--- src/rtl/lbist_engine.sv ---
module lbist_engine #(
  parameter int                PRPG_W    = 32,
  parameter logic [PRPG_W-1:0] PRPG_POLY = 32'h8020_0003,
  parameter logic [PRPG_W-1:0] PRPG_SEED = 32'hACE1_2345,
  parameter int                MISR_W    = 32,
  parameter logic [MISR_W-1:0] MISR_POLY = 32'h04C1_1DB7,
  parameter int                CHAINS    = 8,
  parameter int                CNT_W     = 16,
  parameter bit                IRQ_EN    = 1'b1
) (
  input  logic              clk,
  input  logic              rst_n,
  input  logic              start_i,
  input  logic [CNT_W-1:0]  pat_count_i,
  output logic [CHAINS-1:0] scan_in_o,
  input  logic [CHAINS-1:0] scan_out_i,
  input  logic [MISR_W-1:0] golden_i,
  output logic              done_o,
  output logic              pass_o,
  output logic              fail_o,
  output logic              irq_o,
  output logic [3:0]        status_o
);

  typedef enum logic [1:0] {S_IDLE, S_SEED, S_RUN, S_CMP} st_t;

  st_t               st;
  logic [PRPG_W-1:0] prpg;
  logic [MISR_W-1:0] misr;
  logic [CNT_W-1:0]  cnt;
  logic              busy;

  wire [PRPG_W-1:0] prpg_nx = {1'b0, prpg[PRPG_W-1:1]} ^ (prpg[0] ? PRPG_POLY : '0);
  wire [MISR_W-1:0] misr_nx = {misr[MISR_W-2:0], 1'b0}
                            ^ (misr[MISR_W-1] ? MISR_POLY : '0)
                            ^ MISR_W'(scan_out_i);

  assign busy      = (st != S_IDLE);
  assign scan_in_o = prpg[CHAINS-1:0];
  assign status_o  = {fail_o, pass_o, done_o, busy};

  always_ff @(posedge clk or negedge rst_n) begin
    if (!rst_n) begin
      st     <= S_IDLE;
      prpg   <= PRPG_SEED;
      misr   <= '0;
      cnt    <= '0;
      done_o <= 1'b0;
      pass_o <= 1'b0;
      fail_o <= 1'b0;
      irq_o  <= 1'b0;
    end else begin
      irq_o <= 1'b0;
      case (st)
        S_IDLE: if (start_i) begin
          st     <= S_SEED;
          cnt    <= pat_count_i;
          done_o <= 1'b0;
          pass_o <= 1'b0;
          fail_o <= 1'b0;
        end
        S_SEED: begin
          prpg <= PRPG_SEED;
          misr <= '0;
          st   <= (cnt == '0) ? S_CMP : S_RUN;
        end
        S_RUN: begin
          prpg <= prpg_nx;
          misr <= misr_nx;
          cnt  <= cnt - 1'b1;
          if (cnt == CNT_W'(1)) st <= S_CMP;
        end
        default: begin
          done_o <= 1'b1;
          pass_o <= (misr == golden_i);
          fail_o <= (misr != golden_i);
          irq_o  <= IRQ_EN;
          st     <= S_IDLE;
        end
      endcase
    end
  end

endmodule

--- config.mk ---
export PLATFORM = sky130hd
export DESIGN_NAME = lbist_engine
export DESIGN_NICKNAME = d
export VERILOG_FILES = /design/src/rtl/lbist_engine.sv
export SDC_FILE = /design/constraint.sdc
export NUM_CORES = 1
export LEC_CHECK = 0
export BUFFER_PORTS_ARGS = -buffer_cell sky130_fd_sc_hd__buf_2
export CORE_AREA = 3 3 104 106
export DETAILED_ROUTE_END_ITERATION = 10
export DIE_AREA = 0 0 107 109
export PLACE_DENSITY = 0.68
export SETUP_SLACK_MARGIN = 0.05
export SLEW_MARGIN = 10
export SYNTH_ARGS = -nofsm -noshare
export SYNTH_HDL_FRONTEND = slang
export SYNTH_SLANG_ARGS = --single-unit
--- constraint.sdc ---
create_clock -name clk -period 5.1 [get_ports clk]
set_input_delay 1.02 -clock clk [delete_from_list [all_inputs] [get_ports clk]]
set_output_delay 1.02 -clock clk [all_outputs]
set_load 0.005 [all_outputs]
; ---- After elaboration in Yosys (flattened, before gate mapping)
; Cells that the tools add are included.
; Widths: inputs -> output; s select.
[totals]
elab_cells = 45
output_inout_bits = 16
regBits = 86
[op_classes]
bitwise_logic = 4
eq_ne = 7
addsub = 1
mux = 15
reduce_logical = 10
[op_table]
columns = operator, n
row1 = $pmux 32 s2, 2
row2 = $eq 32x32->1, 1
row3 = $mux 32, 1
row4 = $ne 32x32->1, 1
row5 = $pmux 16 s2, 1
row6 = $xor 31x32->32, 1
row7 = $xor 32x27->32, 1
row8 = $xor 32x8->32, 1
row9 = $mux 27, 1
row10 = $eq 16x1->1 const B, 1
row11 = $logic_not 16->1, 1
row12 = $mux 16, 1
row13 = $sub 16x1->16 const B, 1
row14 = $pmux 1 s2, 3
row15 = $pmux 2 s3, 1
row16 = $reduce_and 2->1, 3
row17 = $reduce_bool 2->1, 3
row18 = $mux 2, 2
row19 = $ne 2x2->1 const B, 2
row20 = $mux 1, 3
row21 = $reduce_or 3->1, 1
row22 = $eq 2x1->1 const B, 1
row23 = $eq 2x2->1 const B, 1
row24 = $logic_not 2->1, 1
row25 = other kinds (2), 2

; ---- Depth between registers and ports, before layout
[logic_depth]
depth_word = 4
depth_mapped = 9
ltp_nobuf = 7

; ---- Worst setup path after synthesis
; OpenSTA, ideal clock, no wires.
[synth_timing]
kind = flip-flop to output port
from = register st[0]
to = output port status_o[0]
required_ns = 4.080
slack_ns = 3.046
stages_incl_launch_ff = 6
t_arrival_ns = 1.034
n_path_buf = 2
cell_sequence = dfrtp_1 -> inv_1 -> ha_1 -> clkbuf_1 -> inv_1 -> buf_4
[synth_via]
elab_chain_len = 1
[synth_rtl]
columns = item, line
row1 = "start, declared", 27  ; st_t st;
row2 = "start signal, assigned", 65  ; st <= (cnt == '0) ? S_CMP : S_RUN;
row3 = $reduce_bool 2->1, 38  ; assign busy = (st != S_IDLE);
row4 = "end, declared", 22  ; output logic [3:0] status_o
; No other way between the ends.

; ---- Worst setup path in the final report
[layout_timing]
from = register st[1]
to = register prpg[21]
[layout_via]
elab_chain_len = 2
[layout_rtl]
columns = item, line
row1 = $eq 2x2->1 or $eq 2x1->1 (tied branches), 54  ; case (st)
row2 = $pmux 32 s2 or $reduce_bool 2->1 (tied branches), n/a
row3 = "end signal, assigned", 68  ; prpg <= prpg_nx;
row4 = "end, declared", 28  ; logic [PRPG_W-1:0] prpg;
; Several ways; a longest one is shown, not always the timed one.
; A chain may end at the register's enable or synchronous reset.

==> run_results.csv <==
group,metric,value,unit
floorplanning,fp.dieH,109,um
pwr,p_int,1380,uW
sta,max_freq,0.394,GHz
synthesis,syn_area,4460,sq um
placed_design,place_hpwl,6400,um
global_route,grt_pass1_wl,16100,um
synthesis,yosysMostFrequentCell,"dfrtp_1",
synthesis,synthDistinctLibCells,40,
synthesis,synth-seq-cells,86,
worst_hold_path,hp-class,"flop to flop",
clock_network,htreeDepth,3,
setup_path,worstPathRequired,5.39,ns
pwr,powerDensity,398,nW/um^2
job,cap_violations,0,
clock_network,numCtsBuffers,9,
global_route,grt_pass1_vias,3311,
sta,period_share,49.8,%
global_route,grt_max_degree,118,
pwr,ir_drop,0.175,mV
synthesis,syn-num-nets,549,
clock_network,path_clk_slew,0.09,ns
sta,relSlewSlack,29.8,%
setup_path,path_buf_inv,1,
clock_network,cts_resized,0,
synthesis,netlist_instances,484,
sta,clock_skew,0.0106,ns
global_route,grt_remaining_overflow,0,
pwr,p_leak,0.00230,uW
floorplanning,die_x,107,um
synthesis,synth_top_area_share,40.4,%
sta,grt_setup_unrepaired,"no",
floorplanning,core-area,9860,sq um
routing,drc,0,
setup_path,cp-end-kind,"flop",
routing,dr.pass1.iters,4,
floorplanning,start_util,45.2,%
sta,hold_slack,0.489,ns
routing,detail-route-antenna-nets,0,
pwr,share_comb_of_total_power,24.6,%
pwr,power_frac_clock,26.2,%
setup_path,r2r-start,"st[1]",
floorplanning,core.rowCount,36,
synthesis,synthArstFlopShare,100,%
clock_network,max-clock-path-buffers,2,
synthesis,syn_area_per_cell,9.21,sq um
placed_design,io_buffers,74,
finish,syn2layout_area_growth,13.4,%
clock_network,cts-root-buf,"clkbuf_8",
placed_design,place.gp.congestion,0.801,
clock_network,cts_setup_buffers,0,
floorplanning,dieArea,11700,sq um
routing,routedWlPerCell,14.4,um
floorplanning,num_io_pins,75,
worst_hold_path,hold_start,"prpg[26]",
setup_path,max_stage_delay,0.90,ns
clock_network,cts_sinks,86,
global_route,track_usage,17.5,%
global_route,antenna_found_initial,0,
finish,design_area,5050,sq um
sta,fin_setup_tns,0,ns
setup_path,critPathMaxFanout,117,
synthesis,synth_ff_type,"dfrtp_1",
synthesis,synth.yosys.seq_area_share,48.7,%
synthesis,synth_enable_flop_cells,0,
routing,avgViaCountPerCell,5.18,
pwr,p_sw,634,uW
run_status,outcome,"finished, final reports clean",
clock_network,cts_hold_buf,0,
clock_network,cts_tree,"done",
sta,finalCriticalPeriod,2.54,ns
setup_path,crit_path_start,"st[1]",
setup_path,critPathKind,"flop to flop",
routing,drt_first_iter_violations,197,
sta,worst_pin_slew,1.05,ns
placed_design,post_dp_cell_area,4840,sq um
synthesis,synth_area_leaders,"dfrtp_1, xnor2_1, dfstp_2",
clock_network,clk-insertion-delay-late,0.36,ns
sta,hold_violations,0,
synthesis,ys_warn_count,0,
pwr,sw_frac_of_total,31.6,%
finish,layout-drive-gt1-share,20.8,%
sta,setup_viol,0,
setup_path,crit_chain,"inv_1 > ha_4 > nand2_1 > o22a_1",
sta,drv_slew,0,
routing,vias,3479,
synthesis,synth.largest_area_cell,"dfrtp_1",
routing,finalWirelength,9630,um
finish,nets,598,
setup_path,crit_slowest_cell,"ha_4",
setup_path,crit_family,"adder cells",
pwr,seqPwrFrac,49.2,%
setup_path,cp.arrival,2.83,ns
setup_path,critPathLaunchType,"flop",
synthesis,synth_commonest_cells,"dfrtp_1, inv_1, o21ai_0, xnor2_1, nand3_1",
finish,n_antenna_cell,0,
cell usage in the layout (no fill, tap or decap), types with 2 or more instances in the layout:
cell type and instances:
xnor2_1 54, buf_4 3, clkinvlp_4 2, o21ai_1 2
ha_1 4, a21oi_1 14, nor4_1 3, nor2_1 20
nand3_1 42, dfrtp_1 72, nor3b_1 2, clkbuf_1 2
o22ai_1 31, inv_1 61, nand2_1 17, o21ai_0 54
dfstp_2 14, a31oi_1 8, nand4_1 10, clkbuf_8 9
nor3_1 9, mux2i_1 7, nor2b_1 2, buf_2 73
bufinv_16 2
path summary, 6_finish.rpt:
kind | endpoint | slack [ns] | depth (start not counted)
max in group asynchronous | cnt[9] | 3.57 | 1
min in group asynchronous | misr[29] | 0.84 | 1
worst min register to register | prpg[26] | 0.49 | 2
worst min-delay path | prpg[26] | 0.49 | 2
worst max register to register | prpg[21] | 2.56 | 4
worst max-delay path | prpg[21] | 2.56 | 4
sequential cells by signal (all words and copies together) (netlist names):
register / flops
st: 2
prpg: 32
fail_o: 1
irq_o: 1
cnt: 16
misr: 32
done_o: 1
pass_o: 1
layer usage:
layer  GRT usage (%)  wire [um]  share of wire, %
met1            24.5       4430                46
met2            27.1       4740                49
met4            7.49         62              0.64
met5               0          0                 0
met3            2.72        400               4.2
cell families (layout without fill, tap and decap cells):
logic type               after synthesis  count (layout)  synth area share, %
adder cells (fa/ha/maj)                6               6                 1.68
AND/OR/NAND/NOR                      114             114                 13.1
XOR/XNOR                              55              55                 10.8
multiplexers                           8               8                 1.82
AO/OA/AOI/OAI                        115             115                 14.5
buffers and inverters                100             154                 9.46
flip-flops                            86              86                 48.7
metrics by stage:
| stage | setup WS, ns | util, % | power (uW) | cells |
|---|---|---|---|---|
| floorplan | 3.05 | - | 1350 | 484 |
| global placement | 2.64 | 49.1 | 1470 | 655 |
| detailed placement | 2.58 | 49.1 | 1490 | 655 |
| CTS | 2.57 | 51.2 | 2030 | 671 |
| global route | 2.30 | 51.2 | 2140 | 671 |
| finish | 2.56 | 51.2 | 2010 | 671 |
worst reg2reg max path: stages, from the launching register on:
cell     delay, ns
dfrtp_1       0.40
inv_1         0.10
ha_4          0.90
nand2_1       0.74
o22a_1        0.34
area by class of cell:
type	instances	area [sq um]
inverters	62	233
clock buffers	11	131
multi-input cells	298	1880
well taps	133	166
fillers	925	4810
flip-flops and latches	86	2170
clock inverters	5	83.8
repair buffers	76	388
power groups by stage:
stage	sequential, uW	combinational, uW	clock [uW]
floorplan	939	411	0
global placement	994	476	0
detailed placement	1000	494	0
CTS	988	497	541
global route	1010	568	564
finish	989	494	527
Note: power is estimated with default switching activity, not from simulation.
